==> src/rtl/irq_gather_pkg.sv <==
// Shared constants for the board interrupt gatherer.
// Assumes a register map of 2**k mask slots followed by 2**k status slots.
package irq_gather_pkg;
    localparam int BYTE_W     = 8;
    localparam int SYNC_DEPTH = 2;
    // Reset level of a synchronised active-low line: inactive.
    localparam logic IDLE_LVL = 1'b1;
endpackage

==> src/rtl/irq_gather_sync.sv <==
// Multi-bit synchroniser chain of STAGES flops per bit.
// Assumes every bit is an independent quasi-static level; no bus coherency is implied.
module irq_gather_sync #(
    parameter int   WIDTH  = 25,
    parameter int   STAGES = 2,
    parameter logic RST_LV = 1'b1
) (
    input  logic             clk,
    input  logic             rst_n,
    input  logic [WIDTH-1:0] d,
    output logic [WIDTH-1:0] q
);
    logic [WIDTH-1:0] chain [STAGES];

    generate
        for (genvar s = 0; s < STAGES; s++) begin : g_stage
            if (s == 0) begin : g_first
                // First capture flop of the chain.
                always_ff @(posedge clk) begin
                    if (!rst_n) chain[0] <= {WIDTH{RST_LV}};
                    else        chain[0] <= d;
                end
            end else begin : g_next
                // Later flops only shift the previous stage.
                always_ff @(posedge clk) begin
                    if (!rst_n) chain[s] <= {WIDTH{RST_LV}};
                    else        chain[s] <= chain[s-1];
                end
            end
        end
    endgenerate

    assign q = chain[STAGES-1];
endmodule

==> src/rtl/irq_gather_mask.sv <==
// Bank of NUM_REGS read/write mask bytes; every bit resets to 1 (masked).
// Assumes addresses with the top bit clear select mask slots; other addresses are ignored.
module irq_gather_mask #(
    parameter int NUM_REGS = 3,
    parameter int REG_W    = 8,
    parameter int AW       = 3
) (
    input  logic                      clk,
    input  logic                      rst_n,
    input  logic                      wr_en,
    input  logic [AW-1:0]             addr,
    input  logic [REG_W-1:0]          wdata,
    output logic [NUM_REGS*REG_W-1:0] mask_flat
);
    localparam int IW = AW - 1;

    generate
        for (genvar i = 0; i < NUM_REGS; i++) begin : g_reg
            logic [REG_W-1:0] mask_q;
            logic             hit;

            assign hit = wr_en && !addr[AW-1] && (addr[IW-1:0] == IW'(i));

            // Store the written byte; reset to fully masked.
            always_ff @(posedge clk) begin
                if (!rst_n)   mask_q <= '1;
                else if (hit) mask_q <= wdata;
            end

            assign mask_flat[i*REG_W +: REG_W] = mask_q;

            // masks leave reset fully set.
            a_r2_mask_reset_set: assert property (@(posedge clk) disable iff (!rst_n)
                $rose(rst_n) |-> mask_q == '1);

            // a write to this slot lands at the next edge.
            a_r1_mask_write_lands: assert property (@(posedge clk) disable iff (!rst_n)
                (wr_en && !addr[AW-1] && addr[IW-1:0] == IW'(i)) |=> mask_q == $past(wdata));
        end
    endgenerate
endmodule

==> src/rtl/irq_gather_regread.sv <==
// Builds the active-low status vector and the combinational read mux.
// Assumes act_n and eject are already synchronised; reserved status positions read 1.
module irq_gather_regread #(
    parameter int                            NUM_REGS  = 3,
    parameter int                            REG_W     = 8,
    parameter int                            AW        = 3,
    parameter logic [NUM_REGS*REG_W-1:0]     STAT_USED = '1,
    parameter int                            EJECT_POS = 23
) (
    input  logic [NUM_REGS*REG_W-1:0] act_n,
    input  logic                      eject,
    input  logic [NUM_REGS*REG_W-1:0] mask_flat,
    input  logic [AW-1:0]             addr,
    output logic [REG_W-1:0]          rdata
);
    localparam int NB = NUM_REGS * REG_W;
    localparam int IW = AW - 1;

    logic [NB-1:0] stat_vec;
    logic [IW-1:0] idx;

    // Force unused positions to 1 and place the ejector state.
    always_comb begin
        stat_vec            = act_n | ~STAT_USED;
        stat_vec[EJECT_POS] = eject;
    end

    assign idx = addr[IW-1:0];

    // Select a mask or status byte; unmapped slots read zero.
    always_comb begin
        rdata = '0;
        for (int i = 0; i < NUM_REGS; i++) begin
            if (idx == IW'(i)) begin
                rdata = addr[AW-1] ? stat_vec[i*REG_W +: REG_W]
                                   : mask_flat[i*REG_W +: REG_W];
            end
        end
    end
endmodule

==> src/rtl/irq_gather.sv <==
// Top of the board interrupt gatherer: synchronises the sources and the
// ejector state, holds the masks, serves reads and registers the merged
// active-low interrupt.
// Assumes NUM_REGS >= 2, and that EJECT_POS is outside SRC_USED.
module irq_gather
    import irq_gather_pkg::*;
#(
    parameter int                                  NUM_REGS  = 3,
    parameter int                                  REG_W     = BYTE_W,
    parameter logic [NUM_REGS*REG_W-1:0]           SRC_USED  = 24'h0F_FFFF,
    parameter int                                  EJECT_POS = 23,
    localparam int                                 NSRC      = NUM_REGS * REG_W,
    localparam int                                 ADDR_W    = $clog2(NUM_REGS) + 1
) (
    input  logic              clk,
    input  logic              rst_n,
    input  logic [NSRC-1:0]   src_n,
    input  logic              eject_closed,
    input  logic [ADDR_W-1:0] reg_addr,
    input  logic              reg_wr,
    input  logic [REG_W-1:0]  reg_wdata,
    output logic [REG_W-1:0]  reg_rdata,
    output logic              irq_n
);
    localparam logic [NSRC-1:0] EJ_ONEHOT = NSRC'(1) << EJECT_POS;
    localparam logic [NSRC-1:0] IRQ_EN    = SRC_USED & ~EJ_ONEHOT;

    logic [NSRC:0]     sync_q;
    logic [NSRC-1:0]   act_n;
    logic              eject_s;
    logic [NSRC-1:0]   mask_flat;
    logic              irq_q;
    logic              pend;
    logic [1:0]        age_q;

    irq_gather_sync #(.WIDTH(NSRC + 1), .STAGES(SYNC_DEPTH), .RST_LV(IDLE_LVL)) u_sync (
        .clk   (clk),
        .rst_n (rst_n),
        .d     ({eject_closed, src_n}),
        .q     (sync_q)
    );

    assign act_n   = sync_q[NSRC-1:0];
    assign eject_s = sync_q[NSRC];

    irq_gather_mask #(.NUM_REGS(NUM_REGS), .REG_W(REG_W), .AW(ADDR_W)) u_mask (
        .clk       (clk),
        .rst_n     (rst_n),
        .wr_en     (reg_wr),
        .addr      (reg_addr),
        .wdata     (reg_wdata),
        .mask_flat (mask_flat)
    );

    irq_gather_regread #(
        .NUM_REGS (NUM_REGS),
        .REG_W    (REG_W),
        .AW       (ADDR_W),
        .STAT_USED(IRQ_EN),
        .EJECT_POS(EJECT_POS)
    ) u_read (
        .act_n     (act_n),
        .eject     (eject_s),
        .mask_flat (mask_flat),
        .addr      (reg_addr),
        .rdata     (reg_rdata)
    );

    // Any enabled, active and unmasked source requests service.
    assign pend = |(~act_n & ~mask_flat & IRQ_EN);

    // Register the merged request as an active-low output.
    always_ff @(posedge clk) begin
        if (!rst_n) irq_q <= 1'b1;
        else        irq_q <= ~pend;
    end

    assign irq_n = irq_q;

    // Count edges since reset, saturating, to qualify the latency check.
    always_ff @(posedge clk) begin
        if (!rst_n)             age_q <= '0;
        else if (age_q != 2'd2) age_q <= age_q + 2'd1;
    end

    // synchronised sources equal the pins from two edges earlier.
    a_r4_sync_two_edges: assert property (@(posedge clk) disable iff (!rst_n)
        (age_q == 2'd2) |-> sync_q == $past({eject_closed, src_n}, 2));

    // with no enabled source active, the output is released next cycle.
    a_r6_idle_releases_irq: assert property (@(posedge clk) disable iff (!rst_n)
        (&(act_n | ~IRQ_EN)) |=> irq_n);

    // a low output needs an unmasked enabled position one cycle earlier.
    a_r3_irq_needs_open_mask: assert property (@(posedge clk) disable iff (!rst_n)
        !irq_n |-> $past(|(~mask_flat & IRQ_EN)));
endmodule

==> config.mk <==
export PLATFORM = sky130hd
export DESIGN_NAME = irq_gather
export DESIGN_NICKNAME = d
export VERILOG_FILES = /design/src/rtl/irq_gather_pkg.sv /design/src/rtl/irq_gather_sync.sv /design/src/rtl/irq_gather_mask.sv /design/src/rtl/irq_gather_regread.sv /design/src/rtl/irq_gather.sv
export SDC_FILE = /design/constraint.sdc
export NUM_CORES = 1
export LEC_CHECK = 0
export CORE_UTILIZATION = 25
export DETAILED_ROUTE_END_ITERATION = 6
export SLEW_MARGIN = 20
export SYNTH_ARGS = -nofsm -noshare
export SYNTH_HDL_FRONTEND = slang
export SYNTH_SLANG_ARGS = --single-unit
==> constraint.sdc <==
create_clock -name clk -period 1 [get_ports clk]
set_input_delay 0.15 -clock clk [delete_from_list [all_inputs] [get_ports clk]]
set_output_delay 0.15 -clock clk [all_outputs]
set_load 0.02 [all_outputs]
# Word-level counts from Yosys, hierarchy flattened
# Memory sizes are Yosys's and may differ from the RTL's.
# Index checks and enable logic that the tools add are counted.
[op_classes] n_eq_ne=2 muxes=10 bitwise_logic=6 reduce_logical=7
[ops] op="2-to-1 mux 25 bit" n=2
[ops] op="2-to-1 mux 8 bit" n=6
[ops] op="inverter 20 bit" n=2
[ops] op="AND 20 bit" n=1
[ops] op="OR reduction 20 bit" n=1
[ops] op="logical AND 1 bit" n=4
[ops] op="equality test 2 x 1 -> 1 bit (second input constant)" n=1
[ops] op="equality test 2 bit (second input constant)" n=1
[ops] op="zero test 2 bit" n=1
[ops] op="2-to-1 mux 1 bit" n=2
[ops] op="OR 1 bit" n=2
[ops] op="zero test 1 bit" n=1
[ops] op="inverter 1 bit" n=1
[word_totals] ff_bits=25 ram_bits=50 input_bits=39 output_inout_bits=9 wordCells=30 mem_count=1
[memory_table] memory="u_sync.chain" depth=2 word_bits=25 rd=2 rd_clocked_by_memory_dff=0 wr=2 line_no="irq_gather_sync.sv:13" rtl="logic [WIDTH-1:0] chain [STAGES];"

# Logic depth before layout (Yosys ltp)
# An unclocked memory read counts as a cell.
[logic_depth] depth_word=5 depth_mapped=6 depth_no_buf=4

# Modules after synthesis
# From an unflattened synthesis, not the netlist that was laid out.
[unflattened] hier_cells=260 hier_area_um2=2874.0
[by_module_without_submodules] mod="irq_gather_sync" instances=1 cells_per_inst=105 area_each_um2=1338.8 seq_area_each_um2=1001.0
[by_module_without_submodules] mod="irq_gather_mask" instances=1 cells_per_inst=89 area_each_um2=1002.2 seq_area_each_um2=480.5
[by_module_without_submodules] mod="irq_gather_regread" instances=1 cells_per_inst=50 area_each_um2=405.4 seq_area_each_um2=0.0
[by_module_without_submodules] mod="irq_gather" instances=1 cells_per_inst=16 area_each_um2=127.6 seq_area_each_um2=20.0

# Least setup slack after synthesis
# OpenSTA, ideal clock, no wires.
[synth_path] kind="input to output" start="input port reg_addr[0]" end="output port reg_rdata[5]" arrival_ps=1075 required_ps=850 setup_slack_ps=-225 path_stages=6 n_path_buf=2 path_cell_list="buf_4 -> nor2b_4 -> buf_6 -> a21o_1 -> a22oi_1 -> o21ai_0"
[synth_via] elab_chain_cells=4 elab_cells_between_ends=6 cone_classes="eq/ne: 2; mux: 3; reduce/logical: 1"
[synth_rtl] item="start: declaration" line_no="irq_gather.sv:19" rtl="input logic [ADDR_W-1:0] reg_addr,"
[synth_rtl] item="zero test 2 bit" line_no="irq_gather_regread.sv:34" rtl="if (idx == IW'(i)) begin"
[synth_rtl] item="2-to-1 mux 8 bit (2 in a row)" line_no="irq_gather_regread.sv:34"
[synth_rtl] item="2-to-1 mux 8 bit *" line_no="irq_gather_regread.sv:34"
[synth_rtl] item="end: declaration" line_no="irq_gather.sv:22" rtl="output logic [REG_W-1:0] reg_rdata,"
# Mark *: on every way between the ends. The rest lies on a longest branch, timed or not.

# Worst setup path after layout
[layout_path] start="register u_mask.g_reg[0].mask_q[6]" end="output port reg_rdata[6]"
[layout_via] elab_chain_cells=4
[layout_rtl] item="start: declaration" line_no="irq_gather_mask.sv:19" rtl="logic [REG_W-1:0] mask_q;"
[layout_rtl] item="start signal: assignment" line_no="irq_gather_mask.sv:27" rtl="else if (hit) mask_q <= wdata;"
[layout_rtl] item="2-to-1 mux 8 bit" line_no="irq_gather_regread.sv:35" rtl="rdata = addr[AW-1] ? stat_vec[i*REG_W +: REG_W]"
[layout_rtl] item="2-to-1 mux 8 bit (3 in a row)" line_no="irq_gather_regread.sv:34"
# No other way between the ends.

==> out/metrics.yaml <==
portBuffers: 43
initial_core_util_pct: 26.02
path_class: "reg2out"
grt_remaining_overflow: 0
final_cell_area_um2: 3884
cts_tree: "built"
crit_fanout: 2
timing.final.ws_setup_ps: -490.7
fin_nets: 415
ys_types: 31
yosys.area.top_type: "dfxtp_1"
cts_hold_buf: 0
hold_end: "irq_n"
layout-drive-gt1-share_pct: 36.75
hold_path_depth: 2
ant_nets: 0
h-tree-depth: 3
antenna_cells: 0
arrival_ps: 1340
reg2reg_from: "u_sync.chain[1][7]"
grt_max_degree: 18
wl_per_cell_um: 13.22
syn_avg_cell_area_um2: 9.291
synth_compound_gate_area_share_pct: 9.011
cp.required_ps: 850
postSynthCellCount: 275
timing.rr.end: "irq_n"
slew-limit-headroom_pct: 80.06
layoutNonFillerInstCount: 514
synth_top_area_share_pct: 52.50
synthArstFlopShare_pct: 0
drt-total-wl_um: 6795
dpl-instance-area_um2: 3493
ios: 48
fillers: 1040
gp_congestion: 0.8415
layout_min_cycle_time_ps: 1491
status: "finished with violations"
drc: 0
skew_ps: 12.63
worst_skew_pair.late_latency_ps: 360
die_area_um2: 10630
first_pass_iters: 4
die_h_um: 103.1
antenna_found_initial: 0
setup_violations: 17
syn-cell-area_um2: 2555
cts-root-buf: "clkbuf_8"
r2r_slack_ps: -230
regArea_um2: 1358
synth_xor_area_share_pct: 0
die_w_um: 103.1
met2_wirelength_um: 3294
place_inst: 489
synthMuxAreaShare_pct: 5.485
fin_crit_sh_pct: 149.1
yosysSeqAreaShare_pct: 52.50
slew_viol_final: 0
ys.flop_type: "dfxtp_1"
synthAdderAreaFrac_pct: 0
p_per_area_nw_per_um2: 1532
synthTopCellsByCount: "67 x dfxtp_1, 50 x nand2_1, 42 x nand2b_1"
core_um2: 9819
wl_met1_um: 3040
tightest_slew_ps: 295.8
clock.fmax_mhz: 670.8
synth_top_family_by_area: "simple AND/OR/NAND/NOR gates"
worstHoldStart: "rst_n"
yosys.area_share.simple_pct: 28.75
hold_class: "in2reg"
violations: "setup timing"
yosys_warnings: 0
synth-edff-count: 0
vias: 2237
ys_top_cells_by_area: "dfxtp_1 52%, nand2b_1 10%, nand2_1 7.3%, mux2i_1 5.5%, nand3_1 4.9%"
yosys.cell_count.top_type: "dfxtp_1"
cts.sinks: 67
route.top_layer_used: "met4"
cp-start-kind: "register"
ir_drop_mv: 0.7572
dr_wl_met3_um: 334
grt_pass1_vias: 2130
leakage_nw: 1.642
path_clk_slew_ps: 90
drv_cap: 0
vias_per_cell: 4.352
critPathCaptureType: "output pin"
rsz0062_at_grt: "true"
grt_pass1_wl_um: 10420
synth_nets: 314
multiInputGateArea_um2: 1235
numCtsBuffers: 9
area_growth_pct: 52.01
ff2ff_path_depth: 5
num_rows: 36
ys_ff_latch: 67
track_usage_pct: 13.66
clk_path_buf_depth: 2
drtIter0Drc: 99
hpwl_um: 4846
hold_viol: 0
==> critical path, stage by stage, from the launching register on <==
cell	delay (ps)
dfxtp_2	340
mux2i_2	160
nor2_1	70
a31oi_1	170
o22ai_2	120
buf_6	140
==> routing by layer <==
| metal | GRT usage, % | vias to the layer above |
|---|---|---|
| met3 | 4.542 | 13 |
| met4 | 5.634 | 0 |
| met1 | 16.59 | 1047 |
| li1 | - | 1126 |
| met5 | 0 | - |
| met2 | 22.21 | 51 |
==> layout make-up <==
| cell class | count | share of cell area (%) |
|---|---|---|
| clock buffers | 9 | 3.189 |
| multi-input cells | 193 | 31.80 |
| flip-flops and latches | 67 | 34.95 |
| clock inverters | 7 | 1.901 |
| repair buffers | 105 | 23.87 |
| well taps | 133 | 4.285 |
==> sequential cells by signal, indices dropped and copies added, names as in the netlist <==
signal	flops
irq_n	1
u_mask.g.mask_q	24
u_sync.chain	42
==> cells in the final DEF, fill, tap and decap left out, types with 3 or more instances in the layout <==
cell,n
a211oi_2,4
a21oi_2,11
buf_4,61
buf_6,9
clkbuf_8,9
clkdlybuf4s50_1,29
dfxtp_1,54
dfxtp_2,13
inv_6,4
mux2i_1,12
nand2_1,47
nand2_2,3
nand2b_1,42
nand3_1,24
nor2_1,15
o22ai_1,8
==> metrics by stage <==
step           setup TNS [ps]  hold slack, ps  util [%]  worst slack (ps)  power [W]
2_1_floorplan          -240.6           251.5         -            -70.56   0.003288
3_3_place_gp           -26530           396.2     35.58             -1122   0.003682
3_5_place_dp           -26950           394.7     35.58             -1170   0.003689
4_1_cts                 -3824           46.44     38.99            -516.7   0.005983
5_1_grt                 -5164           52.09     39.55            -574.5   0.006232
6_report                -4042           64.67     39.55            -490.7   0.005951
==> power breakdown <==
part / leakage [nW] / internal, W / switching, W
Clock: 0.102 / 0.000989 / 0.00126
Combinational: 0.992 / 0.000480 / 0.000383
Sequential: 0.548 / 0.00279 / 0.0000570
Total: 1.64 / 0.00426 / 0.00170
==> worst max-delay path by stage <==
| stage | slack, ps | from | end | cells past startpoint |
|---|---|---|---|---|
| 3_3_place_gp | -1120 | reg_addr[1] | reg_rdata[1] | 6 |
| 3_5_place_dp | -1170 | reg_addr[1] | reg_rdata[3] | 7 |
| 4_1_cts | -520 | u_sync.chain[1][0] | reg_rdata[0] | 4 |
| 6_report | -490 | u_mask.g_reg[0].mask_q[6] | reg_rdata[6] | 5 |
| 2_1_floorplan | -70 | reg_addr[0] | reg_rdata[5] | 6 |
| 5_1_grt | -570 | u_sync.chain[1][0] | reg_rdata[0] | 4 |
==> timing repair <==
action,in CTS,in global routing
endpoints found under the hold margin,0,0
gates resized for setup,87,15
buffers inserted,5,2
pin swaps,14,12
endpoints found under the setup margin,34,26
cloned,2,0
==> cells by family (layout without fill, tap and decap cells) <==
kind of cell | Yosys count | in the layout
compound gates | 36 | 36
buf+inv | 15 | 121
flops | 67 | 67
mux | 14 | 14
simple gates | 143 | 143
Note: power is estimated with default switching activity, not from simulation.
